File: src/rtl/frame_rx_pkg.sv
package frame_rx_pkg;
  localparam int FR_BYTES = 13;
  localparam int FR_BW    = 8;
  localparam int FR_BITS  = FR_BYTES * FR_BW;

  typedef struct packed {
    logic [7:0]  pwm;
    logic [7:0]  cur_a;
    logic [7:0]  cur_b;
    logic [15:0] pulses;
    logic [1:0]  exc;
    logic        ps;
    logic        en;
  } settings_t;

  // Modulo-256 sum over every byte of the frame
  function automatic logic [FR_BW-1:0] frame_sum(input logic [FR_BITS-1:0] f);
    logic [FR_BW-1:0] acc;
    acc = '0;
    for (int k = 0; k < FR_BYTES; k++) acc = acc + f[k*FR_BW +: FR_BW];
    return acc;
  endfunction

  // Field map of a frame, byte 0 in the low bits
  function automatic settings_t frame_decode(input logic [FR_BITS-1:0] f);
    settings_t s;
    s.pwm    = f[7:0];
    s.cur_a  = f[15:8];
    s.cur_b  = f[23:16];
    s.pulses = f[39:24];
    s.en     = f[41];
    s.ps     = f[40];
    s.exc    = f[43:42];
    return s;
  endfunction
endpackage

File: src/rtl/frame_rx_sync.sv
module frame_rx_sync #(
  parameter int STAGES = 2
) (
  input  logic clk,
  input  logic rst_n,
  input  logic d,
  output logic q,
  output logic rise,
  output logic fall
);
  logic [STAGES:0] sh;

  always_ff @(posedge clk or negedge rst_n) begin
    if (!rst_n) sh <= '0;
    else        sh <= {sh[STAGES-1:0], d};
  end

  assign q    = sh[STAGES-1];
  assign rise = sh[STAGES-1] & ~sh[STAGES];
  assign fall = ~sh[STAGES-1] & sh[STAGES];
endmodule

File: src/rtl/frame_rx_shift.sv
module frame_rx_shift #(
  parameter int NBITS = 104,
  parameter int CW    = 7
) (
  input  logic             clk,
  input  logic             rst_n,
  input  logic             bit_in,
  input  logic             take,
  input  logic             restart,
  output logic [NBITS-1:0] frame,
  output logic [CW-1:0]    count
);
  localparam logic [CW-1:0] CMAX = '1;

  always_ff @(posedge clk or negedge rst_n) begin
    if (!rst_n) begin
      frame <= '0;
      count <= '0;
    end else if (restart) begin
      count <= '0;
    end else if (take) begin
      frame <= {bit_in, frame[NBITS-1:1]};
      if (count != CMAX) count <= count + 1'b1;
    end
  end
endmodule

File: src/rtl/frame_rx.sv
module frame_rx
  import frame_rx_pkg::*;
#(
  parameter int SYNC_STAGES = 2
) (
  input  logic        clk,
  input  logic        rst_n,
  input  logic        sclk,
  input  logic        sdata,
  input  logic        latch,
  output logic [7:0]  pwm_div,
  output logic [7:0]  cur_a,
  output logic [7:0]  cur_b,
  output logic [15:0] pulse_cnt,
  output logic [1:0]  exc_mode,
  output logic        pwr_save,
  output logic        drv_en,
  output logic        csum_ok,
  output logic        pulse_permit,
  output logic        out_kill
);
  localparam int CW = $clog2(FR_BITS + 2);

  logic sclk_q, sclk_rise, sclk_fall;
  logic data_q, data_rise, data_fall;
  logic latch_q, latch_rise, latch_fall;
  logic [FR_BITS-1:0] frame;
  logic [CW-1:0]      count;
  logic               frame_good;
  logic               shift_en;
  settings_t          stage, live;
  logic               stage_ok;

  frame_rx_sync #(.STAGES(SYNC_STAGES)) u_sclk (
    .clk(clk), .rst_n(rst_n), .d(sclk),
    .q(sclk_q), .rise(sclk_rise), .fall(sclk_fall));
  frame_rx_sync #(.STAGES(SYNC_STAGES)) u_data (
    .clk(clk), .rst_n(rst_n), .d(sdata),
    .q(data_q), .rise(data_rise), .fall(data_fall));
  frame_rx_sync #(.STAGES(SYNC_STAGES)) u_latch (
    .clk(clk), .rst_n(rst_n), .d(latch),
    .q(latch_q), .rise(latch_rise), .fall(latch_fall));

  assign shift_en = sclk_rise & ~latch_q;

  frame_rx_shift #(.NBITS(FR_BITS), .CW(CW)) u_shift (
    .clk(clk), .rst_n(rst_n), .bit_in(data_q), .take(shift_en),
    .restart(latch_rise), .frame(frame), .count(count));

  assign frame_good = (count == CW'(FR_BITS)) && (frame_sum(frame) == '0);

  // Staging: captured when the latch rises
  always_ff @(posedge clk or negedge rst_n) begin
    if (!rst_n) begin
      stage    <= '0;
      stage_ok <= 1'b0;
    end else if (latch_rise) begin
      stage    <= frame_decode(frame);
      stage_ok <= frame_good;
    end
  end

  // Commit: applied when the latch falls
  always_ff @(posedge clk or negedge rst_n) begin
    if (!rst_n) begin
      live         <= '0;
      csum_ok      <= 1'b0;
      out_kill     <= 1'b0;
      pulse_permit <= 1'b0;
    end else if (latch_fall) begin
      if (stage_ok) begin
        live         <= stage;
        csum_ok      <= 1'b1;
        out_kill     <= 1'b0;
        pulse_permit <= (stage.pulses != '0) && !stage.ps;
      end else begin
        csum_ok      <= 1'b0;
        out_kill     <= 1'b1;
        pulse_permit <= 1'b0;
      end
    end else if (latch_rise) begin
      pulse_permit <= 1'b0;
    end
  end

  assign pwm_div   = live.pwm;
  assign cur_a     = live.cur_a;
  assign cur_b     = live.cur_b;
  assign pulse_cnt = live.pulses;
  assign exc_mode  = live.exc;
  assign pwr_save  = live.ps;
  assign drv_en    = live.en;
endmodule

File: config.mk
export PLATFORM = sky130hd
export DESIGN_NAME = frame_rx
export DESIGN_NICKNAME = d
export VERILOG_FILES = /design/src/rtl/frame_rx_pkg.sv /design/src/rtl/frame_rx_sync.sv /design/src/rtl/frame_rx_shift.sv /design/src/rtl/frame_rx.sv
export SDC_FILE = /design/constraint.sdc
export NUM_CORES = 1
export LEC_CHECK = 0
export ABC_AREA = 1
export CAP_MARGIN = 10
export CORE_MARGIN = 2
export CORE_UTILIZATION = 25
export CTS_BUF_LIST = sky130_fd_sc_hd__clkbuf_8
export DETAILED_ROUTE_END_ITERATION = 10
export GPL_ROUTABILITY_DRIVEN = 0
export PLACE_DENSITY = 0.38
export SLEW_MARGIN = 20
export SYNTH_ARGS = -nofsm -noshare
export SYNTH_HDL_FRONTEND = slang
export SYNTH_SLANG_ARGS = --single-unit
File: constraint.sdc
create_clock -name clk -period 12.14 [get_ports clk]
set_input_delay 3.642 -clock clk [delete_from_list [all_inputs] [get_ports clk]]
set_output_delay 3.642 -clock clk [all_outputs]
set_load 0.01 [all_outputs]
After elaboration in Yosys (flattened, before gate mapping)
Index checks and enable logic that the tools add are counted.
Widths: inputs -> output; s select.
{"block": "classes", "n_addsub": 13, "n_eq_ne": 2, "muxes": 8, "n_bitwise": 8, "n_reduce_logical": 11}
{"operator": "$add 8x8->8", "n": 12}
{"operator": "$mux 7", "n": 3}
{"operator": "$reduce_bool 16->1", "n": 1}
{"operator": "$logic_not 8->1", "n": 1}
{"operator": "$add 7x1->7 const B", "n": 1}
{"operator": "$eq 7x7->1 const B", "n": 1}
{"operator": "$ne 7x7->1 const B", "n": 1}
{"operator": "$reduce_and 2->1", "n": 3}
{"operator": "$reduce_bool 2->1", "n": 3}
{"operator": "$mux 1", "n": 5}
{"operator": "$and 1x1->1", "n": 4}
{"operator": "$not 1->1", "n": 4}
{"operator": "$logic_and 1x1->1", "n": 2}
{"operator": "$logic_not 1->1", "n": 1}
{"block": "word_totals", "ff_bits": 211, "input_bits": 5, "output_inout_bits": 47, "elab_cells": 65}

Logic depth before layout (Yosys ltp)
Gate-level depths: netlist of run 1.
{"block": "logic_depth", "depth_word": 14, "mapped_depth": 21, "ltp_nobuf": 21}

Hierarchy
Synthesis of run 1 repeated with hierarchy kept, for this count alone.
{"block": "hier_totals", "cells_unflattened": 1138, "hier_area_um2": 10298.6}
{"module": "frame_rx", "instances": 1, "cells_per_inst": 628, "area_each_um2": 5738.0, "seq_area_each_um2": 2302.2}
{"module": "frame_rx_shift", "instances": 1, "cells_per_inst": 489, "area_each_um2": 4290.4, "seq_area_each_um2": 2777.7}
{"module": "frame_rx_sync", "instances": 3, "cells_per_inst": 7, "area_each_um2": 90.1, "seq_area_each_um2": 75.1}

Worst setup path before layout of run 1
No wires, ideal clock.
{"block": "synth_timing", "kind": "register to register", "start": "reg u_shift.frame[50]", "end": "reg stage_ok", "setup_ns": 0.117, "arrival_time_ns": 4.229, "setup_slack_ns": 7.793, "path_stages_with_launch": 18, "path_buffers": 0, "cell_sequence": "dfrtp_1 > fa_1 > inv_1 > fa_1 > fa_1 > fa_1 > fa_1 > inv_1 > ha_1 > inv_1 > fa_1 > o21ai_0 > a21oi_1 > or2_2 > nand3_1 > nor2_1 > nand3_1 > nand2_1"}
{"block": "synth_via", "elab_chain_cells": 9}
{"item": "from (decl)", "line_no": "frame_rx_shift.sv:10", "source": "output logic [NBITS-1:0] frame,"}
{"item": "from (signal assigned)", "line_no": "frame_rx_shift.sv:22", "source": "frame <= {bit_in, frame[NBITS-1:1]};"}
{"item": "$add 8x8->8 (7 in a row)", "line_no": "frame_rx_pkg.sv:20", "source": "for (int k = 0; k < FR_BYTES; k++) acc = acc + f[k*FR_BW +: FR_BW];"}
{"item": "$logic_not 8->1", "line_no": "frame_rx.sv:50", "source": "assign frame_good = (count == CW'(FR_BITS)) && (frame_sum(frame) == '0);"}
{"item": "$logic_and 1x1->1", "line_no": "frame_rx.sv:50"}
{"item": "to (signal assigned)", "line_no": "frame_rx.sv:59", "source": "stage_ok <= frame_good;"}
{"item": "to (decl)", "line_no": "frame_rx.sv:32", "source": "logic stage_ok;"}
Every way passes these cells.
A chain may end at the register's enable or synchronous reset.

Final worst setup path of run 1
{"block": "layout_timing", "start": "reg live (netlist bit pwm_div[3])", "end": "out pwm_div[3]"}
{"item": "from (decl)", "line_no": "frame_rx.sv:31", "source": "settings_t stage, live;"}
{"item": "from (signal assigned)", "line_no": "frame_rx.sv:72", "source": "live <= stage;"}
{"item": "to (decl)", "line_no": "frame_rx.sv:11", "source": "output logic [7:0] pwm_div,"}
No word-level cell between the ends.

==> run_results.csv, run 1 <==
group,metric,value,unit
floorplanning,die_w,206,µm
critical_path,slowest_delay,0.55,ns
route,num_vias,6637,
sta,fmax,196,MHz
cts,ctsHtreeMaxLevel,2,
route,drt_first_pass_iters,4,
cts,cts.clk_slew.worst_paths,0.06,ns
grt,met2_usage,17.5,%
floorplanning,io_pins,52,
critical_path,rr_worst_depth,17,
critical_path,reg2reg_slack,7.47,ns
floorplanning,initial_core_util,25.4,%
synthesis,synth_top_area_cell,"dfrtp_1",
critical_path,worstPathArrival,1.47,ns
cts,cts_root_buffer,"clkbuf_8",
synthesis,synth_seq_area_share,52.0,%
grt,grt_usage,11.4,%
job,drv_cap,0,
critical_path,crit_path_start_kind,"flip-flop",
synthesis,postSynthCellCount,1053,
cts,post_cts_buffers,0,
hold_path,min-delay-start,"u_data.sh[0]$_DFF_PN0_",
critical_path,path_max_fanout,2,
outcome,status,"complete, no violations",
placement,pre_cts_ws,6.96,ns
critical_path,critical_path.cell_chain,"clkdlybuf4s50_1",
placement,portBuffers,51,
final_layout,area_growth,18.3,%
cts,clock_latency,0.56,ns
synthesis,yosys_warnings,0,
sta,worstMarginPinSlew,0.980,ns
sta,slew_violations,0,
route,routed_wl,22600,µm
sta,finalSetupViolations,0,
sta,setup_slack,7.03,ns
route,via_per_inst,3.98,
synthesis,synth_async_sr_flop_share,100,%
critical_path,crit_type,"flip-flop to output pin",
final_layout,drive_above_1_share,7.62,%
sta,fin_crit_sh,42.1,%
grt,first_global_vias,6839,
synthesis,syn_area,0.0102,mm²
critical_path,worst_r2r_endpoint,"stage_ok$_DFFE_PN0P_",
synthesis,ys_top_cells_by_count,"213 x nand2_1, 211 x dfrtp_1, 183 x inv_1, 143 x o21ai_0, 69 x fa_1",
sta,rsz0062_at_grt,"false",
hold_path,holdPathEnd,"u_data.sh[1]$_DFF_PN0_",
grt,grt_max_degree,108,
final_layout,nets,1201,
floorplanning,rows,73,
synthesis,synth_ff_type,"dfrtp_1",
cts,clock_sinks,211,
sta,slew-limit-headroom,34.7,%
critical_path,crit_buf_inv,1,
sta,hold_violations,0,
floorplanning,dieArea,0.0422,mm²
synthesis,synth_top_area_share,52.0,%
critical_path,slowest_stage,"clkdlybuf4s50_1",
cts,holdBufCountCts,0,
synthesis,synth_nets,1142,
critical_path,endpoint_kind,"output pin",
sta,tns,0,ns
route,wl_per_cell,13.5,µm
synthesis,avgSynthCellArea,9.64,µm²
placement,dp_hpwl,15700,µm
grt,met3_usage,2.50,%
sta,finalCriticalPeriod,5.11,ns
route,drtAntennaViolNets,0,
sta,skew,0.0133,ns
floorplanning,core,0.0399,mm²
synthesis,synth.most_common_cell,"nand2_1",
synthesis,post_synth_main_area_contributors,"dfrtp_1 52%, fa_1 14%, nand2_1 7.9%",
grt,antenna_found_initial,0,
route,drcViolationCount,0,
critical_path,reg2reg_from,"u_shift.frame[26]$_DFFE_PN0P_",
final_layout,final_util,30.1,%
synthesis,synth-edff-count,0,
synthesis,synth_seq_cells,211,
critical_path,cp_num_cells,1,
hold_path,whs_path_depth,0,
cts,clockBufferDepth,3,
cts,post_cts_resized,0,
cts,numCtsBuffers,41,
grt,use_met1,16.0,%
hold_path,hp-class,"flip-flop to flip-flop",
synthesis,synth_cell_type_count,35,
grt,overflow,0,
final_layout,diodes,0,
floorplanning,die_h,206,µm
grt,grt_pass1_wl,37600,µm
route,drt_iter0_markers,374,
grt,grt.busiest_layer,"met2",
critical_path,critPathTopFamily,"buffers and inverters",
cts,tritoncts,"built",
critical_path,crit_required,8.50,ns
-- routing by layer --
layer	up-vias	share of wire (%)
li1	3381	-
met1	3132	50
met2	82	44
met3	42	3.7
met4	0	2.3
met5	-	0
-- metrics by stage --
step	hold slack, ns	instances	cell area [µm²]
after floorplan	0.331	1053	10200
after global placement	0.335	1594	11200
after detailed placement	0.336	1594	11200
after CTS	0.348	1667	12000
after global routing	0.354	1667	12000
final	0.345	1667	12000
-- worst max-delay path by stage --
stage                                       start                      end  slack (ns)
floorplan           u_shift.frame[50]$_DFFE_PN0P_     stage_ok$_DFFE_PN0P_        7.79
global placement                            rst_n  u_latch.sh[0]$_DFF_PN0_        6.93
detailed placement                          rst_n      csum_ok$_DFFE_PN0P_        6.96
CTS                          cur_b[1]$_DFFE_PN0P_                 cur_b[1]        6.96
global route                 cur_b[1]$_DFFE_PN0P_                 cur_b[1]        6.94
finish                     pwm_div[3]$_DFFE_PN0P_               pwm_div[3]        7.03
-- cell families after synthesis --
family	Yosys count	share of synthesized area, %
AND/OR/NAND/NOR	313	12.8
XOR/XNOR	7	0.604
adder cells (fa/ha/maj)	84	15.5
flip-flops	211	52.0
buffers and inverters	231	8.77
AO/OA/AOI/OAI	206	10.3
multiplexers	1	0.111
-- flip-flops by register name, indices dropped and copies added, names as in the netlist --
signal and flops:
u_shift.frame 104, stage 44, pulse_cnt 16, cur_a 8, cur_b 8, pwm_div 8
u_shift.count 7, u_latch.sh 3, u_sclk.sh 3, exc_mode 2, u_data.sh 2, csum_ok 1
drv_en 1, out_kill 1, pulse_permit 1, pwr_save 1, stage_ok 1
-- cell usage in the layout (no fill, tap or decap), drive strengths merged, types with 2 or more instances in the layout --
master	synthesis	routed
inv	190	210
a21oi	49	49
dfrtp	211	211
nand4	4	4
nand2	217	217
nor4	5	5
nor3	2	2
clkdlybuf4s50	0	50
nand3	18	18
buf	18	7
ha	15	15
xor2	3	3
nor3b	2	2
clkbuf	23	52
xnor2	4	4
nor2	62	62
o21ai	153	153
nand3b	2	2
fa	69	69
-- final cells by class --
cell class / instances / area (µm²)
clock inverters: 21 / 92.6
multi-input cells: 611 / 3990
well taps: 525 / 657
clock buffers: 52 / 716
fillers: 4215 / 27900
inverters: 190 / 716
flip-flops and latches: 211 / 5280
repair buffers: 57 / 561
Power of run 1 is left out: the tool's default activity adds up to more than one toggle a clock period on the data nets, which glitch-free logic cannot reach.
==> run 2, diff against run 1 <==
clock period = 4.89 ns   (was 12.14 ns; I/O delays follow)
==> run_results.csv, run 2 (synthesis gave the netlist of run 1 again) <==
group,metric,value,unit
route,drcViolationCount,0,
floorplanning,initial_core_util,25.4,%
sta,slew-limit-headroom,39.5,%
final_layout,nets,1203,
grt,antenna_found_initial,0,
floorplanning,die_w,206,µm
critical_path,rr_worst_depth,18,
critical_path,reg2reg_from,"u_shift.frame[4]$_DFFE_PN0P_",
sta,slew_violations,0,
cts,cts.clk_slew.worst_paths,0.06,ns
cts,post_cts_resized,0,
route,dr_wl_met3,830,µm
final_layout,seq_area,0.00528,mm²
route,via_per_inst,4.00,
grt,grt_usage,11.9,%
final_layout,area_growth,17.9,%
sta,worstMarginPinSlew,0.907,ns
sta,hold_violations,0,
sta,fin_crit_sh,93.2,%
route,drtAntennaViolNets,0,
final_layout,layout_commonest_cell,"nand2_1",
hold_path,min-delay-start,"u_sclk.sh[0]$_DFF_PN0_",
critical_path,crit_type,"flip-flop to flip-flop",
sta,finalCriticalPeriod,4.56,ns
placement,portBuffers,51,
sta,skew,0.0230,ns
floorplanning,die_h,206,µm
route,drt_iter0_markers,344,
placement,dp_hpwl,16600,µm
final_layout,n_fill_cell,4216,
sta,fmax,219,MHz
hold_path,whs_path_depth,0,
grt,first_global_vias,6924,
cts,holdBufCountCts,0,
cts,ctsHtreeMaxLevel,2,
final_layout,largest_reg_flops,104,
floorplanning,core,0.0399,mm²
route,routed.top_layer,"met4",
grt,grt_max_degree,109,
critical_path,reg2reg_slack,0.33,ns
job,drv_cap,0,
hold_path,holdPathEnd,"u_sclk.sh[1]$_DFF_PN0_",
cts,clock_latency,0.56,ns
cts,numCtsBuffers,40,
critical_path,path_max_fanout,4,
floorplanning,dieArea,0.0422,mm²
cts,cts_root_buffer,"clkbuf_8",
final_layout,diodes,0,
sta,tns,0,ns
cts,clock_sinks,211,
hold_path,hp-class,"flip-flop to flip-flop",
critical_path,endpoint_kind,"flip-flop",
grt,grt_pass1_wl,38800,µm
final_layout,regMostFlops,"u_shift.frame",
route,wl_met2,10500,µm
cts,post_cts_buffers,0,
outcome,status,"complete, no violations",
sta,finalSetupViolations,0,
route,num_vias,6653,
route,routed_wl,23400,µm
route,wl_per_cell,14.1,µm
final_layout,multi_input_area,0.00399,mm²
critical_path,crit_path_start_kind,"flip-flop",
final_layout,layout_common_cells,"212 x nand2_1, 211 x dfrtp_1, 198 x inv_1",
final_layout,drive_above_1_share,7.56,%
floorplanning,io_pins,52,
cts,clockBufferDepth,3,
critical_path,worstPathArrival,5.00,ns
floorplanning,rows,73,
cts,tritoncts,"built",
critical_path,crit_required,5.33,ns
critical_path,worst_r2r_endpoint,"stage_ok$_DFFE_PN0P_",
route,met1_length,11500,µm
grt,overflow,0,
sta,rsz0062_at_grt,"false",
route,drt_first_pass_iters,4,
## run 2: final cells by class
cell class,instances,share of cell area (%)
clock buffers,49,5.63
inverters,190,5.98
flip-flops and latches,211,44.1
multi-input cells,611,33.3
repair buffers,60,4.87
clock inverters,17,0.606
well taps,525,5.49
## run 2: stage by stage
step	setup slack (ns)	area, µm²	hold slack, ns	util [%]	cells
after global placement	0.350	11200	0.333	28.1	1597
after detailed placement	0.327	11200	0.336	28.1	1597
after global routing	0.0490	12000	0.352	30.0	1663
final	0.332	12000	0.345	30.0	1663
after CTS	0.311	12000	0.348	30.0	1663
after floorplan	0.543	10200	0.331	-	1053
## run 2: worst max path at each step
stage                            to  cells past startpoint                           from
2_1_floorplan  stage_ok$_DFFE_PN0P_                     17  u_shift.frame[50]$_DFFE_PN0P_
3_3_place_gp   stage_ok$_DFFE_PN0P_                     17  u_shift.frame[26]$_DFFE_PN0P_
4_1_cts        stage_ok$_DFFE_PN0P_                     18   u_shift.frame[4]$_DFFE_PN0P_
3_5_place_dp   stage_ok$_DFFE_PN0P_                     18   u_shift.frame[4]$_DFFE_PN0P_
6_report       stage_ok$_DFFE_PN0P_                     18   u_shift.frame[4]$_DFFE_PN0P_
5_1_grt        stage_ok$_DFFE_PN0P_                     18   u_shift.frame[4]$_DFFE_PN0P_
## run 2: worst max-delay path: stages (launching register included)
cell,delay (ns)
dfrtp_1,0.42
fa_1,0.56
inv_1,0.09
fa_1,0.51
fa_1,0.52
fa_1,0.51
fa_1,0.54
inv_1,0.04
ha_1,0.34
nand3_1,0.09
nand3_1,0.10
nand2_1,0.07
nand2_1,0.05
a21oi_1,0.23
inv_1,0.09
nand3_2,0.08
nand3_1,0.06
nand3_1,0.08
nand2_1,0.05
## run 2: metal layers
metal | GRT usage (%) | up-vias
met5 | 0 | -
met3 | 2.50 | 42
met1 | 16.7 | 3157
li1 | - | 3376
met2 | 18.0 | 78
met4 | 4.21 | 0
Power of run 2 is left out for the same reason.
